[config.mk]
export PLATFORM = sky130hd
export DESIGN_NAME = cbuf_underrun_guard
export DESIGN_NICKNAME = d
export VERILOG_FILES = /design/src/rtl/cuf_pkg.sv /design/src/rtl/cuf_sat_cnt.sv /design/src/rtl/cuf_port_trk.sv /design/src/rtl/cuf_fill_mux.sv /design/src/rtl/cbuf_underrun_guard.sv
export SDC_FILE = /design/constraint.sdc
export NUM_CORES = 1
export LEC_CHECK = 0
export ABC_AREA = 1
export BUFFER_PORTS_ARGS = -buffer_cell sky130_fd_sc_hd__buf_4
export CAP_MARGIN = 40
export CORE_MARGIN = 1
export CORE_UTILIZATION = 51
export CTS_CLUSTER_DIAMETER = 80
export DETAILED_ROUTE_END_ITERATION = 10
export GPL_TIMING_DRIVEN = 1
export PLACE_DENSITY = 0.85
export SETUP_SLACK_MARGIN = 0.02
export SLEW_MARGIN = 5
export SYNTH_ARGS = -nofsm -noshare
export SYNTH_HDL_FRONTEND = slang
export SYNTH_SLANG_ARGS = --single-unit
[constraint.sdc]
create_clock -name clk -period 2.3 [get_ports clk]
set_input_delay 0.23 -clock clk [delete_from_list [all_inputs] [get_ports clk]]
set_output_delay 0.23 -clock clk [all_outputs]
set_load 0.05 [all_outputs]
[src/rtl/cuf_pkg.sv]
package cuf_pkg;
   typedef enum logic {
      ST_FLOW = 1'b0,
      ST_DRY  = 1'b1
   } flow_st_e;

   function automatic logic [31:0] sat_max(input int w);
      return (w >= 32) ? 32'hFFFF_FFFF : ((32'd1 << w) - 32'd1);
   endfunction
endpackage

[src/rtl/cuf_sat_cnt.sv]
module cuf_sat_cnt #(
   parameter int W = 16
) (
   input  logic         clk,
   input  logic         rst_n,
   input  logic         inc,
   output logic [W-1:0] cnt
);
   localparam logic [W-1:0] TOP = '1;

   generate
      if (W < 1) begin : g_bad
         $error("cuf_sat_cnt: W must be at least 1");
      end
   endgenerate

   always_ff @(posedge clk or negedge rst_n) begin
      if (!rst_n)                   cnt <= '0;
      else if (inc && cnt != TOP)   cnt <= cnt + 1'b1;
   end

   assert_sat_hold_R4: assert property (@(posedge clk) disable iff (!rst_n)
      (cnt == TOP) |=> (cnt == TOP));
   assert_step_one_R4: assert property (@(posedge clk) disable iff (!rst_n)
      (!inc) |=> $stable(cnt));
endmodule

[src/rtl/cuf_port_trk.sv]
module cuf_port_trk
   import cuf_pkg::*;
#(
   parameter int PTR_W    = 10,
   parameter int CNT_W    = 16,
   parameter bit COUNT_EN = 1'b1
) (
   input  logic             clk,
   input  logic             rst_n,
   input  logic [PTR_W-1:0] rd_ptr,
   input  logic [PTR_W-1:0] wr_ptr,
   input  logic             resync,
   output logic             dry,
   output logic             enter_now,
   output logic             wr_note,
   output logic             st_note,
   output logic [CNT_W-1:0] ev_cnt
);
   flow_st_e st_q, st_d;
   logic     caught;
   logic     leave;

   assign caught    = (rd_ptr == wr_ptr);
   assign enter_now = (st_q == ST_FLOW) && caught;
   assign leave     = (st_q == ST_DRY) && resync && !caught;

   always_comb begin
      st_d = st_q;
      unique case (st_q)
         ST_FLOW: if (caught) st_d = ST_DRY;
         ST_DRY:  if (leave)  st_d = ST_FLOW;
         default: st_d = ST_FLOW;
      endcase
   end

   always_ff @(posedge clk or negedge rst_n) begin
      if (!rst_n) begin
         st_q    <= ST_FLOW;
         wr_note <= 1'b0;
         st_note <= 1'b0;
      end else begin
         st_q    <= st_d;
         wr_note <= enter_now;
         st_note <= enter_now;
      end
   end

   assign dry = (st_q == ST_DRY);

   generate
      if (COUNT_EN) begin : g_cnt
         cuf_sat_cnt #(.W(CNT_W)) u_cnt (
            .clk   (clk),
            .rst_n (rst_n),
            .inc   (enter_now),
            .cnt   (ev_cnt)
         );
      end else begin : g_nocnt
         assign ev_cnt = '0;
      end
   endgenerate

   assert_detect_R1: assert property (@(posedge clk) disable iff (!rst_n)
      (!dry && rd_ptr == wr_ptr) |=> dry);
   assert_note_entry_R2: assert property (@(posedge clk) disable iff (!rst_n)
      wr_note |-> (dry && !$past(dry)));
   assert_stat_entry_R3: assert property (@(posedge clk) disable iff (!rst_n)
      $rose(dry) |-> st_note);
   assert_clear_cause_R6: assert property (@(posedge clk) disable iff (!rst_n)
      $fell(dry) |-> $past(resync && rd_ptr != wr_ptr));
endmodule

[src/rtl/cuf_fill_mux.sv]
module cuf_fill_mux #(
   parameter int NUM_PORTS = 8,
   parameter int DATA_W    = 8,
   parameter int PORT_W    = 3
) (
   input  logic                 clk,
   input  logic                 rst_n,
   input  logic                 rd_stb,
   input  logic [PORT_W-1:0]    rd_port,
   input  logic [DATA_W-1:0]    rd_data,
   input  logic [NUM_PORTS-1:0] fill_vec,
   output logic [DATA_W-1:0]    out_data,
   output logic                 out_valid
);
   localparam logic [DATA_W-1:0] IDLE = '1;
   logic fill_sel;

   always_comb begin
      fill_sel = 1'b0;
      for (int i = 0; i < NUM_PORTS; i++) begin
         if (int'(rd_port) == i) fill_sel = fill_vec[i];
      end
   end

   always_ff @(posedge clk or negedge rst_n) begin
      if (!rst_n) begin
         out_data  <= '0;
         out_valid <= 1'b0;
      end else begin
         out_valid <= rd_stb;
         if (rd_stb) out_data <= fill_sel ? IDLE : rd_data;
      end
   end

   assert_idle_fill_R5: assert property (@(posedge clk) disable iff (!rst_n)
      (rd_stb && fill_sel) |=> (out_data == IDLE));
   assert_valid_R9: assert property (@(posedge clk) disable iff (!rst_n)
      rd_stb |=> out_valid);
endmodule

[src/rtl/cbuf_underrun_guard.sv]
module cbuf_underrun_guard #(
   parameter int  NUM_PORTS = 8,
   parameter int  PTR_W     = 10,
   parameter int  DATA_W    = 8,
   parameter int  CNT_W     = 16,
   parameter bit  COUNT_EN  = 1'b1,
   localparam int PORT_W    = (NUM_PORTS > 1) ? $clog2(NUM_PORTS) : 1
) (
   input  logic                       clk,
   input  logic                       rst_n,
   input  logic [NUM_PORTS*PTR_W-1:0] rd_ptr_vec,
   input  logic [NUM_PORTS*PTR_W-1:0] wr_ptr_vec,
   input  logic [NUM_PORTS-1:0]       resync,
   input  logic                       rd_stb,
   input  logic [PORT_W-1:0]          rd_port,
   input  logic [DATA_W-1:0]          rd_data,
   output logic [DATA_W-1:0]          out_data,
   output logic                       out_valid,
   output logic [NUM_PORTS-1:0]       dry,
   output logic [NUM_PORTS-1:0]       wr_note,
   output logic [NUM_PORTS-1:0]       st_note,
   output logic [NUM_PORTS*CNT_W-1:0] ev_count
);
   logic [NUM_PORTS-1:0] enter_now;
   logic [NUM_PORTS-1:0] fill_vec;

   generate
      if (NUM_PORTS < 1)  begin : g_np_bad  $error("NUM_PORTS must be >= 1"); end
      if (PTR_W < 1)      begin : g_pw_bad  $error("PTR_W must be >= 1");     end
      if (DATA_W < 1)     begin : g_dw_bad  $error("DATA_W must be >= 1");    end
      if (CNT_W < 1)      begin : g_cw_bad  $error("CNT_W must be >= 1");     end

      for (genvar p = 0; p < NUM_PORTS; p++) begin : g_port
         cuf_port_trk #(
            .PTR_W    (PTR_W),
            .CNT_W    (CNT_W),
            .COUNT_EN (COUNT_EN)
         ) u_trk (
            .clk       (clk),
            .rst_n     (rst_n),
            .rd_ptr    (rd_ptr_vec[p*PTR_W +: PTR_W]),
            .wr_ptr    (wr_ptr_vec[p*PTR_W +: PTR_W]),
            .resync    (resync[p]),
            .dry       (dry[p]),
            .enter_now (enter_now[p]),
            .wr_note   (wr_note[p]),
            .st_note   (st_note[p]),
            .ev_cnt    (ev_count[p*CNT_W +: CNT_W])
         );
      end
   endgenerate

   assign fill_vec = dry | enter_now;

   cuf_fill_mux #(
      .NUM_PORTS (NUM_PORTS),
      .DATA_W    (DATA_W),
      .PORT_W    (PORT_W)
   ) u_mux (
      .clk       (clk),
      .rst_n     (rst_n),
      .rd_stb    (rd_stb),
      .rd_port   (rd_port),
      .rd_data   (rd_data),
      .fill_vec  (fill_vec),
      .out_data  (out_data),
      .out_valid (out_valid)
   );

   assert_notes_paired_R3: assert property (@(posedge clk) disable iff (!rst_n)
      wr_note == st_note);
   assert_note_onehot_R7: assert property (@(posedge clk) disable iff (!rst_n)
      (wr_note & ~dry) == '0);
endmodule

==> flow_metrics.py, run 1 <==
metrics = {
    "run_status": {
        "status": "finished clean",
    },
    "clocking": {
        "htree_levels": 4,
        "cts.clk_slew.worst_paths_ns": 0.06,
        "cts_sinks": 153,
        "numCtsBuffers": 17,
        "cts_setup_buffers": 0,
        "clock_latency_ns": 0.42,
        "cts-resized-gates": 0,
        "cts_tree": "yes",
        "hold_buffers": 9,
        "cts_root_buf": "clkbuf_16",
        "clockBufferDepth": 2,
    },
    "timing": {
        "finalSetupTns_ns": 0,
        "period_minus_slack_ns": 2.05,
        "layout_worst_path_cycle_share": 0.892,
        "slew_viol_final": 0,
        "max_freq_mhz": 487,
        "tightestPinTransition_ns": 0.564,
        "finalHoldViolCount": 0,
        "finalSetupViolCount": 0,
        "finClkSkew_ns": 0.00820,
        "grt_setup_unrepaired": "no",
        "relSlewSlack": 0.621,
    },
    "grt": {
        "grt_pass1_vias": 8496,
        "overflow": 0,
        "antenna_found_initial": 0,
        "grt_first_pass_wirelength_microns": 40400,
        "grt_max_degree": 71,
        "grt_util_all_layers": 0.279,
    },
    "logic_synthesis": {
        "avgSynthCellArea_sq_um": 7.95,
        "netlist_area_sq_mm": 0.00933,
        "synth_ff_type": "dfrtp_1",
        "synth_warnings": 0,
        "ys_ff_latch": 153,
        "synth_area_leaders": "dfrtp_1 41%, nand2_1 12%, xor2_1 7.8%",
        "synth.top_cell.area_share": 0.410,
        "netlist_instances": 1174,
        "synth-xor-area-share": 0.144,
        "synth_compound_area_frac": 0.0345,
        "async_reset_ff_frac": 1.00,
        "synth-edff-count": 0,
        "synth-adder-area-share": 0.0107,
        "yosysSeqAreaShare": 0.410,
        "synth-simple-area-share": 0.289,
        "synth.distinct_cells": 37,
        "synth_top_family_by_area": "simple AND/OR/NAND/NOR gates",
        "synth_top_area_cell": "dfrtp_1",
        "synthesis.nets": 1364,
        "synthMuxAreaShare": 0.0205,
    },
    "route": {
        "drc_errors": 0,
        "first_iter_violations": 459,
        "drt-total-wl_microns": 25900,
        "vias": 8922,
        "firstDrtPassIters": 5,
        "viasPerCell": 5.08,
        "wl_per_cell_microns": 14.7,
        "ant_nets": 0,
    },
    "power": {
        "p_sw_uw": 1830,
        "clockPowerShare": 0.411,
        "combPwrFrac": 0.158,
        "total_power_uw": 6540,
        "seqPwrFrac": 0.431,
        "leakage_uw": 0.00650,
        "ir_drop_mv": 0.499,
        "switching_share": 0.280,
        "p_int_uw": 4710,
        "power.density_mw_per_mm2": 517,
    },
    "floorplanning": {
        "fp.coreArea_sq_mm": 0.0180,
        "initial_utilization": 0.519,
        "num_rows": 49,
        "die_width_microns": 137,
        "die_h_microns": 137,
        "ios": 343,
        "die_area_sq_mm": 0.0188,
    },
    "final_layout": {
        "multi_input_area_sq_mm": 0.00465,
        "fillers": 1419,
        "fin_nets": 1705,
        "seq_area_sq_mm": 0.00383,
        "areaGrowthSynthToFinish_pct": 35.6,
        "layout-drive-gt1-share": 0.295,
    },
    "place": {
        "io_buffers": 342,
        "gp_congestion": 0.931,
        "hpwl_microns": 20600,
    },
    "worst_setup_path": {
        "crit_fanout": 19,
        "path_class": "reg -> reg",
        "timing.rr.start": "g_port[6].u_trk.g_cnt.u_cnt.cnt[0]$_DFFE_PN0P_",
        "required_ns": 2.61,
        "startpoint": "g_port[6].u_trk.g_cnt.u_cnt.cnt[0]$_DFFE_PN0P_",
        "start_kind": "flip-flop",
        "crit_path_end_kind": "flip-flop",
        "critPathArrivalTime_ns": 2.36,
    },
    "flow_run": {
        "maxCapViolCount": 0,
    },
    "worst_hold_path": {
        "hold_start": "rd_stb",
        "hold_class": "in -> reg",
    },
}
[placed cells by master (no fill, tap or decap), drive strengths merged]
master / synthesis / routed
o21ai: 42 / 42
nor4b: 2 / 2
mux2: 17 / 17
dlygate4sd3: 0 / 9
xnor2: 70 / 70
nor3: 35 / 35
nand3b: 4 / 4
dfrtp: 153 / 153
a21oi: 14 / 14
o22ai: 3 / 3
nor3b: 1 / 1
bufinv: 0 / 1
or2: 4 / 4
nor4: 7 / 7
diode: 0 / 1
buf: 33 / 346
nand4: 31 / 31
clkbuf: 0 / 17
nor2: 149 / 149
ha: 8 / 8
inv: 156 / 160
nand3: 60 / 60
nand2: 302 / 302
clkinv: 0 / 9
clkinvlp: 0 / 1
xor2: 83 / 83
[cells in the mapped netlist, types with 3 or more instances]
cell	instances
mux2_2	10
nand2_2	6
mux2_1	7
dfrtp_1	153
nor3_2	10
inv_1	143
nand2_1	291
xor2_1	83
nand2_4	5
o21ai_2	6
nor2_4	7
buf_4	25
nor2_2	6
ha_1	8
xnor2_1	70
a21oi_1	14
o21ai_0	28
buf_6	5
nand3b_1	4
nor3_1	24
o21ai_1	8
nand3_1	60
inv_2	11
nor4_1	6
o22ai_1	3
nand4_1	29
or2_2	4
nor2_1	136
[through the flow]
| step | hold WS [ns] | cell area, sq um | util | setup slack, ns | instances |
|---|---|---|---|---|---|
| floorplan | -0.0656 | 9330 | - | 0.112 | 1174 |
| global placement | 0.151 | 12000 | 0.667 | 0.379 | 1716 |
| detailed placement | 0.153 | 12000 | 0.667 | 0.285 | 1716 |
| CTS | 0.0117 | 12600 | 0.704 | 0.265 | 1757 |
| global route | 0.00722 | 12600 | 0.704 | 0.104 | 1757 |
| finish | 0.0211 | 12600 | 0.704 | 0.248 | 1758 |
[sequential cells by signal (all words and copies together), names as in the netlist]
signal,flops
g_port.u_trk.dry,8
g_port.u_trk.g_cnt.u_cnt.cnt,128
g_port.u_trk.wr_note,8
u_mux.out_data,8
u_mux.out_valid,1
[routing by layer]
metal  routed length, microns  GRT usage
met5                        0          0
met4                      897      0.134
met2                    13200      0.503
met1                     9870      0.309
met3                     1880     0.0625
[power by group through the flow]
stage                     logic, uW  registers, uW  clock network, uW
after floorplan                 315           3060                  0
after global placement         1000           2860                  0
after detailed placement       1030           2870                  0
after CTS                      1040           2820               2740
after global routing           1140           2830               2860
final                          1030           2820               2690
[cells by family after synthesis]
kind of cell,count (synthesis)
XOR/XNOR,153
multiplexers,17
flip-flops,153
buffers and inverters,189
AND/OR/NAND/NOR,595
adder cells (fa/ha/maj),8
AO/OA/AOI/OAI,59
[cell type report]
| cell class | count | share of cell area |
|---|---|---|
| inverters | 156 | 0.0467 |
| clock buffers | 17 | 0.0336 |
| well taps | 229 | 0.0227 |
| multi-input cells | 832 | 0.368 |
| flip-flops and latches | 153 | 0.303 |
| clock inverters | 15 | 0.0115 |
| repair buffers | 355 | 0.215 |
| diodes | 1 | 0.000198 |
[critical path, cell delays in order (launching register included)]
cell	delay, ns
dfrtp_1	0.44
ha_1	0.24
inv_2	0.07
nor4_4	0.39
nand2_2	0.08
nor2_2	0.15
nand4_2	0.12
nand2_4	0.17
inv_4	0.12
nand3b_1	0.11
nand2_1	0.06
[path summary, 6_finish.rpt]
check                                                                  end  slack [ns]  depth (start not counted)
max                        g_port[6].u_trk.g_cnt.u_cnt.cnt[12]$_DFFE_PN0P_        0.25                         10
min                                              u_mux.out_valid$_DFF_PN0_        0.02                          1
max reg2reg                g_port[6].u_trk.g_cnt.u_cnt.cnt[12]$_DFFE_PN0P_        0.25                         10
max in group asynchronous  g_port[3].u_trk.g_cnt.u_cnt.cnt[13]$_DFFE_PN0P_        1.33                          3
min reg2reg                 g_port[7].u_trk.g_cnt.u_cnt.cnt[4]$_DFFE_PN0P_        0.51                          1
min in group asynchronous   g_port[4].u_trk.g_cnt.u_cnt.cnt[9]$_DFFE_PN0P_        0.26                          2
Power figures use the tool's default switching activity.
==> run 2, diff against run 1 <==
==> constraint.sdc (replaced) <==
create_clock -name clk -period 2.3 [get_ports clk]
set_input_delay 0.115 -clock clk [delete_from_list [all_inputs] [get_ports clk]]
set_output_delay 0.115 -clock clk [all_outputs]
set_load 0.05 [all_outputs]
==> run 2 against run 1 <==
Non-clock buffer count rose by 9; first-iteration DRC count fell by 4.6%; routed wire length decreased by 0.12%; critical endpoint is now g_port[6].u_trk.g_cnt.u_cnt.cnt[4]$_DFFE_PN0P_; largest cell class unchanged; largest power group unchanged; highest routed layer unchanged.
==> flow_metrics.py, run 2 (synthesized netlist as in run 1, its figures left out) <==
metrics = {
    "run_status": {
        "status": "finished clean",
    },
    "flow_run": {
        "maxCapViolCount": 0,
    },
    "timing": {
        "layout_worst_path_cycle_share": 0.884,
        "grt_setup_unrepaired": "no",
        "finalHoldViolCount": 0,
        "finalSetupViolCount": 0,
        "slew_viol_final": 0,
        "tightestPinTransition_ns": 0.452,
        "max_freq_mhz": 492,
        "period_minus_slack_ns": 2.03,
        "finClkSkew_ns": 0.0110,
        "finalSetupTns_ns": 0,
        "relSlewSlack": 0.696,
    },
    "worst_setup_path": {
        "startpoint": "g_port[6].u_trk.g_cnt.u_cnt.cnt[0]$_DFFE_PN0P_",
        "crit_slowest_cell": "dfrtp_1",
        "r2r_slack_ns": 0.27,
        "start_kind": "flip-flop",
        "critPathMaxStageDelay_ns": 0.44,
        "timing.rr.start": "g_port[6].u_trk.g_cnt.u_cnt.cnt[0]$_DFFE_PN0P_",
        "crit_path_end_kind": "flip-flop",
        "r2r_end": "g_port[6].u_trk.g_cnt.u_cnt.cnt[4]$_DFFE_PN0P_",
        "cp_cell_sequence": "ha_1, inv_2, nor4_4, nand2_2, nor2_2, nand4_2, nand2_4, inv_4, nand2_1, o21ai_2",
        "path_class": "reg -> reg",
        "critPathArrivalTime_ns": 2.34,
        "crit_fanout": 19,
        "ff2ff_path_depth": 10,
        "required_ns": 2.60,
    },
    "final_layout": {
        "layout-drive-gt1-share": 0.290,
        "fillers": 1399,
        "fin_nets": 1714,
        "mostFrequentLayoutCell": "buf_4",
        "largest_reg_flops": 128,
        "largest_register": "g_port.u_trk.g_cnt.u_cnt.cnt",
        "final_cell_mix": "343 x buf_4, 291 x nand2_1, 153 x dfrtp_1, 143 x inv_1, 136 x nor2_1",
        "postLayoutCellArea_sq_mm": 0.0128,
        "areaGrowthSynthToFinish_pct": 36.7,
    },
    "grt": {
        "antenna_found_initial": 0,
        "grt_first_pass_wirelength_microns": 40300,
        "grt_pass1_vias": 8642,
        "grt_util_all_layers": 0.280,
        "grt_max_degree": 63,
        "overflow": 0,
    },
    "route": {
        "drt-met1-wl_microns": 9870,
        "wl_per_cell_microns": 14.6,
        "drc_errors": 0,
        "first_iter_violations": 438,
        "firstDrtPassIters": 7,
        "topRoutingLayerUsed": "met4",
        "drt-total-wl_microns": 25900,
        "vias": 8909,
        "wl_met2_microns": 13200,
        "viasPerCell": 5.04,
        "ant_nets": 0,
        "route.met3.wl_microns": 1810,
    },
    "clocking": {
        "cts_root_buf": "clkbuf_16",
        "numCtsBuffers": 17,
        "cts_sinks": 153,
        "cts_tree": "yes",
        "cts-resized-gates": 0,
        "clock_latency_ns": 0.42,
        "hold_buffers": 18,
        "htree_levels": 4,
        "cts.clk_slew.worst_paths_ns": 0.06,
        "clockBufferDepth": 2,
        "cts_setup_buffers": 0,
    },
    "place": {
        "dpl_cell_area_sq_mm": 0.0120,
        "io_buffers": 342,
        "gp_congestion": 0.931,
        "hpwl_microns": 20300,
    },
    "floorplanning": {
        "ios": 343,
        "die_h_microns": 137,
        "num_rows": 49,
        "die_width_microns": 137,
        "fp.coreArea_sq_mm": 0.0180,
        "die_area_sq_mm": 0.0188,
        "initial_utilization": 0.519,
    },
    "power": {
        "total_power_uw": 6680,
        "leakage_uw": 0.00652,
        "power.density_mw_per_mm2": 523,
        "ir_drop_mv": 0.509,
    },
    "worst_hold_path": {
        "hold_start": "rd_ptr_vec[76]",
        "holdPathStages": 6,
        "hold_class": "in -> reg",
        "min_to": "g_port[7].u_trk.wr_note$_DFF_PN0_",
    },
}
## run 2: worst max-delay path by stage
stage	end	slack [ns]	depth (start not counted)
after floorplan	g_port[6].u_trk.g_cnt.u_cnt.cnt[11]$_DFFE_PN0P_	0.11	11
after global placement	g_port[6].u_trk.g_cnt.u_cnt.cnt[12]$_DFFE_PN0P_	0.38	10
after CTS	g_port[6].u_trk.g_cnt.u_cnt.cnt[7]$_DFFE_PN0P_	0.25	10
after detailed placement	g_port[6].u_trk.g_cnt.u_cnt.cnt[7]$_DFFE_PN0P_	0.26	10
after global routing	g_port[6].u_trk.g_cnt.u_cnt.cnt[12]$_DFFE_PN0P_	0.08	10
final	g_port[6].u_trk.g_cnt.u_cnt.cnt[4]$_DFFE_PN0P_	0.27	10
## run 2: through the flow
| step | instances | setup slack, ns | utilization | hold slack [ns] |
|---|---|---|---|---|
| after floorplan | 1174 | 0.112 | - | -0.181 |
| after global placement | 1716 | 0.378 | 0.667 | 0.0193 |
| after detailed placement | 1716 | 0.260 | 0.667 | 0.0188 |
| after CTS | 1765 | 0.255 | 0.710 | 0.0978 |
| after global routing | 1765 | 0.0844 | 0.710 | 0.155 |
| final | 1766 | 0.267 | 0.710 | 0.120 |
## run 2: critical path: cells and delay by family (launching register included)
kind	cells	cell delay, ns
AOI/OAI and AO/OA	1	0.05
adders and majority gates	1	0.24
buffers and inverters	2	0.20
DFF	1	0.44
and+or+nand+nor	6	0.99
## run 2: where the power goes
part	leakage (uW)	switching, uW	internal [uW]
clock network	0.000270	1100	1710
registers	0.00194	69.1	2750
logic	0.00431	586	459
total	0.00652	1760	4920
## run 2: per-layer routing
metal | vias up | GRT usage
li1 | 4357 | -
met1 | 4103 | 0.304
met2 | 377 | 0.503
met3 | 72 | 0.0714
met4 | 0 | 0.139
met5 | - | 0
## run 2: cell type report
| type | count | area, sq um | share of cell area |
|---|---|---|---|
| diodes | 1 | 2.50 | 0.000196 |
| flip-flops and latches | 153 | 3830 | 0.300 |
| multi-input cells | 832 | 4650 | 0.365 |
| inverters | 156 | 591 | 0.0463 |
| repair buffers | 364 | 2810 | 0.220 |
| clock buffers | 21 | 440 | 0.0345 |
| clock inverters | 10 | 146 | 0.0115 |
| well taps | 229 | 287 | 0.0225 |
==> run 3, diff against run 2 <==
--- a/config.mk
+++ b/config.mk
@@ -13,7 +13,7 @@
 export CTS_CLUSTER_DIAMETER = 80
 export DETAILED_ROUTE_END_ITERATION = 10
 export GPL_TIMING_DRIVEN = 1
-export PLACE_DENSITY = 0.85
+export PLACE_DENSITY = 0.81
 export SETUP_SLACK_MARGIN = 0.02
 export SLEW_MARGIN = 5
 export SYNTH_ARGS = -nofsm -noshare
==> run 3 against run 2 <==
First-iteration DRC count up 0.91%; final area about the same; routed wire length down 1.9%; sequential power about the same; clock power down 5%; critical endpoint is now g_port[6].u_trk.g_cnt.u_cnt.cnt[2]$_DFFE_PN0P_; power down 2.1%; critical path depth unchanged; highest routed layer unchanged; combinational power about the same; sequential share of layout area about the same; clock skew down 0.0025 ns; flip-flop and latch count unchanged; die area unchanged.
==> flow_metrics.py, run 3 (synthesized netlist as in run 1, its figures left out) <==
metrics = {
    "power": {
        "power.density_mw_per_mm2": 513,
        "leakage_uw": 0.00654,
        "ir_drop_mv": 0.504,
    },
    "flow_run": {
        "maxCapViolCount": 0,
    },
    "clocking": {
        "cts_root_buf": "clkbuf_16",
        "clockBufferDepth": 2,
        "cts.clk_slew.worst_paths_ns": 0.06,
        "cts_sinks": 153,
        "cts_tree": "yes",
        "clock_latency_ns": 0.42,
        "cts-resized-gates": 0,
        "numCtsBuffers": 17,
        "htree_levels": 4,
        "cts_setup_buffers": 0,
    },
    "place": {
        "io_buffers": 342,
        "dpl_cell_area_sq_mm": 0.0120,
        "hpwl_microns": 20300,
        "place_ws_ns": 0.275,
        "gp_congestion": 0.981,
    },
    "run_status": {
        "status": "finished clean",
    },
    "timing": {
        "tightestPinTransition_ns": 0.596,
        "finalHoldViolCount": 0,
        "finalSetupViolCount": 0,
        "slew_viol_final": 0,
        "period_minus_slack_ns": 2.04,
        "grt_setup_unrepaired": "no",
        "relSlewSlack": 0.603,
        "finalSetupTns_ns": 0,
        "max_freq_mhz": 489,
        "finClkSkew_ns": 0.00850,
        "layout_worst_path_cycle_share": 0.889,
        "timing.final.ws_setup_ns": 0.255,
    },
    "worst_setup_path": {
        "start_kind": "flip-flop",
        "critPathMaxStageDelay_ns": 0.42,
        "cp_cell_sequence": "ha_1, inv_2, nor4_4, nand2_2, nor2_2, nand4_2, nand2_4, inv_4, nand2_1, a21oi_1",
        "crit_fanout": 19,
        "crit_slowest_cell": "dfrtp_1",
        "critPathArrivalTime_ns": 2.34,
        "critPathBufInv": 2,
        "crit_path_end_kind": "flip-flop",
        "required_ns": 2.60,
        "path_class": "reg -> reg",
        "crit_family": "simple AND/OR/NAND/NOR gates",
    },
    "grt": {
        "grt_util_all_layers": 0.272,
        "grt_max_degree": 65,
        "grt_first_pass_wirelength_microns": 39600,
        "grt_pass1_vias": 8334,
        "antenna_found_initial": 1,
        "overflow": 0,
    },
    "route": {
        "wl_per_cell_microns": 14.3,
        "viasPerCell": 4.98,
        "ant_nets": 0,
        "first_iter_violations": 442,
        "drt-total-wl_microns": 25400,
        "firstDrtPassIters": 5,
        "drc_errors": 0,
        "vias": 8802,
    },
    "floorplanning": {
        "initial_utilization": 0.519,
        "num_rows": 49,
        "die_width_microns": 137,
        "ios": 343,
        "fp.coreArea_sq_mm": 0.0180,
        "die_area_sq_mm": 0.0188,
        "die_h_microns": 137,
    },
    "final_layout": {
        "layout-drive-gt1-share": 0.293,
        "areaGrowthSynthToFinish_pct": 36.6,
        "fin_nets": 1716,
        "final_cell_mix": "346 x buf_4, 291 x nand2_1, 153 x dfrtp_1, 143 x inv_1, 136 x nor2_1",
        "largest_reg_flops": 128,
        "largest_register": "g_port.u_trk.g_cnt.u_cnt.cnt",
        "postLayoutCellArea_sq_mm": 0.0127,
        "mostFrequentLayoutCell": "buf_4",
    },
    "worst_hold_path": {
        "hold_class": "in -> reg",
    },
}
## run 3: worst reg2reg max path: stages (launching register included)
cell and delay, ns:
dfrtp_1 0.42, ha_1 0.25, inv_2 0.08, nor4_4 0.38, nand2_2 0.08, nor2_2 0.14
nand4_2 0.12, nand2_4 0.17, inv_4 0.13, nand2_1 0.09, a21oi_1 0.07
## run 3: path summary, 6_finish.rpt
path / slack [ns] / to / start / cells past startpoint
max: 0.26 / g_port[6].u_trk.g_cnt.u_cnt.cnt[2]$_DFFE_PN0P_ / g_port[6].u_trk.g_cnt.u_cnt.cnt[0]$_DFFE_PN0P_ / 10
min: 0.10 / g_port[7].u_trk.wr_note$_DFF_PN0_ / rd_ptr_vec[76] / 6
max reg2reg: 0.26 / g_port[6].u_trk.g_cnt.u_cnt.cnt[2]$_DFFE_PN0P_ / g_port[6].u_trk.g_cnt.u_cnt.cnt[0]$_DFFE_PN0P_ / 10
min reg2reg: 0.47 / g_port[7].u_trk.wr_note$_DFF_PN0_ / g_port[7].u_trk.dry$_DFF_PN0_ / 1
max in group asynchronous: 1.27 / g_port[6].u_trk.g_cnt.u_cnt.cnt[1]$_DFFE_PN0P_ / rst_n / 3
min in group asynchronous: 0.25 / g_port[4].u_trk.g_cnt.u_cnt.cnt[12]$_DFFE_PN0P_ / rst_n / 2
## run 3: power by group
group	leakage (uW)	total [uW]	internal (uW)	switching [uW]
clock network	0.000277	2670	1560	1110
registers	0.00194	2820	2750	66.0
logic	0.00432	1050	458	589
## run 3: metrics by stage
stage / cells / total power [uW] / utilization / hold slack, ns
4_1_cts: 1768 / 6610 / 0.709 / 0.0916
5_1_grt: 1769 / 6810 / 0.709 / 0.152
3_5_place_dp: 1718 / 3890 / 0.667 / 0.135
6_report: 1769 / 6540 / 0.709 / 0.103
3_3_place_gp: 1718 / 3870 / 0.667 / 0.136
2_1_floorplan: 1174 / 3380 / - / -0.181
## run 3: metal layers
metal,up-vias,GRT usage,part of all wire
met5,-,0,0
met4,0,0.125,0.031
met3,44,0.0545,0.073
met2,352,0.483,0.51
met1,4041,0.315,0.39
li1,4365,-,-
## run 3: final cells by class
type	instances	area (sq um)
Fill cell	1407	5220
Multi-Input combinational cell	832	4650
Timing Repair Buffer	366	2810
Inverter	156	591
Clock buffer	20	457
Antenna cell	1	2.50
Clock inverter	12	116
Sequential cell	153	3830
Tap cell	229	287
## run 3: timing repair
item                                   4_1_cts  5_1_grt
hold buffers                                18        0
setup endpoints to repair                    0        0
endpoints found under the hold margin       77        0
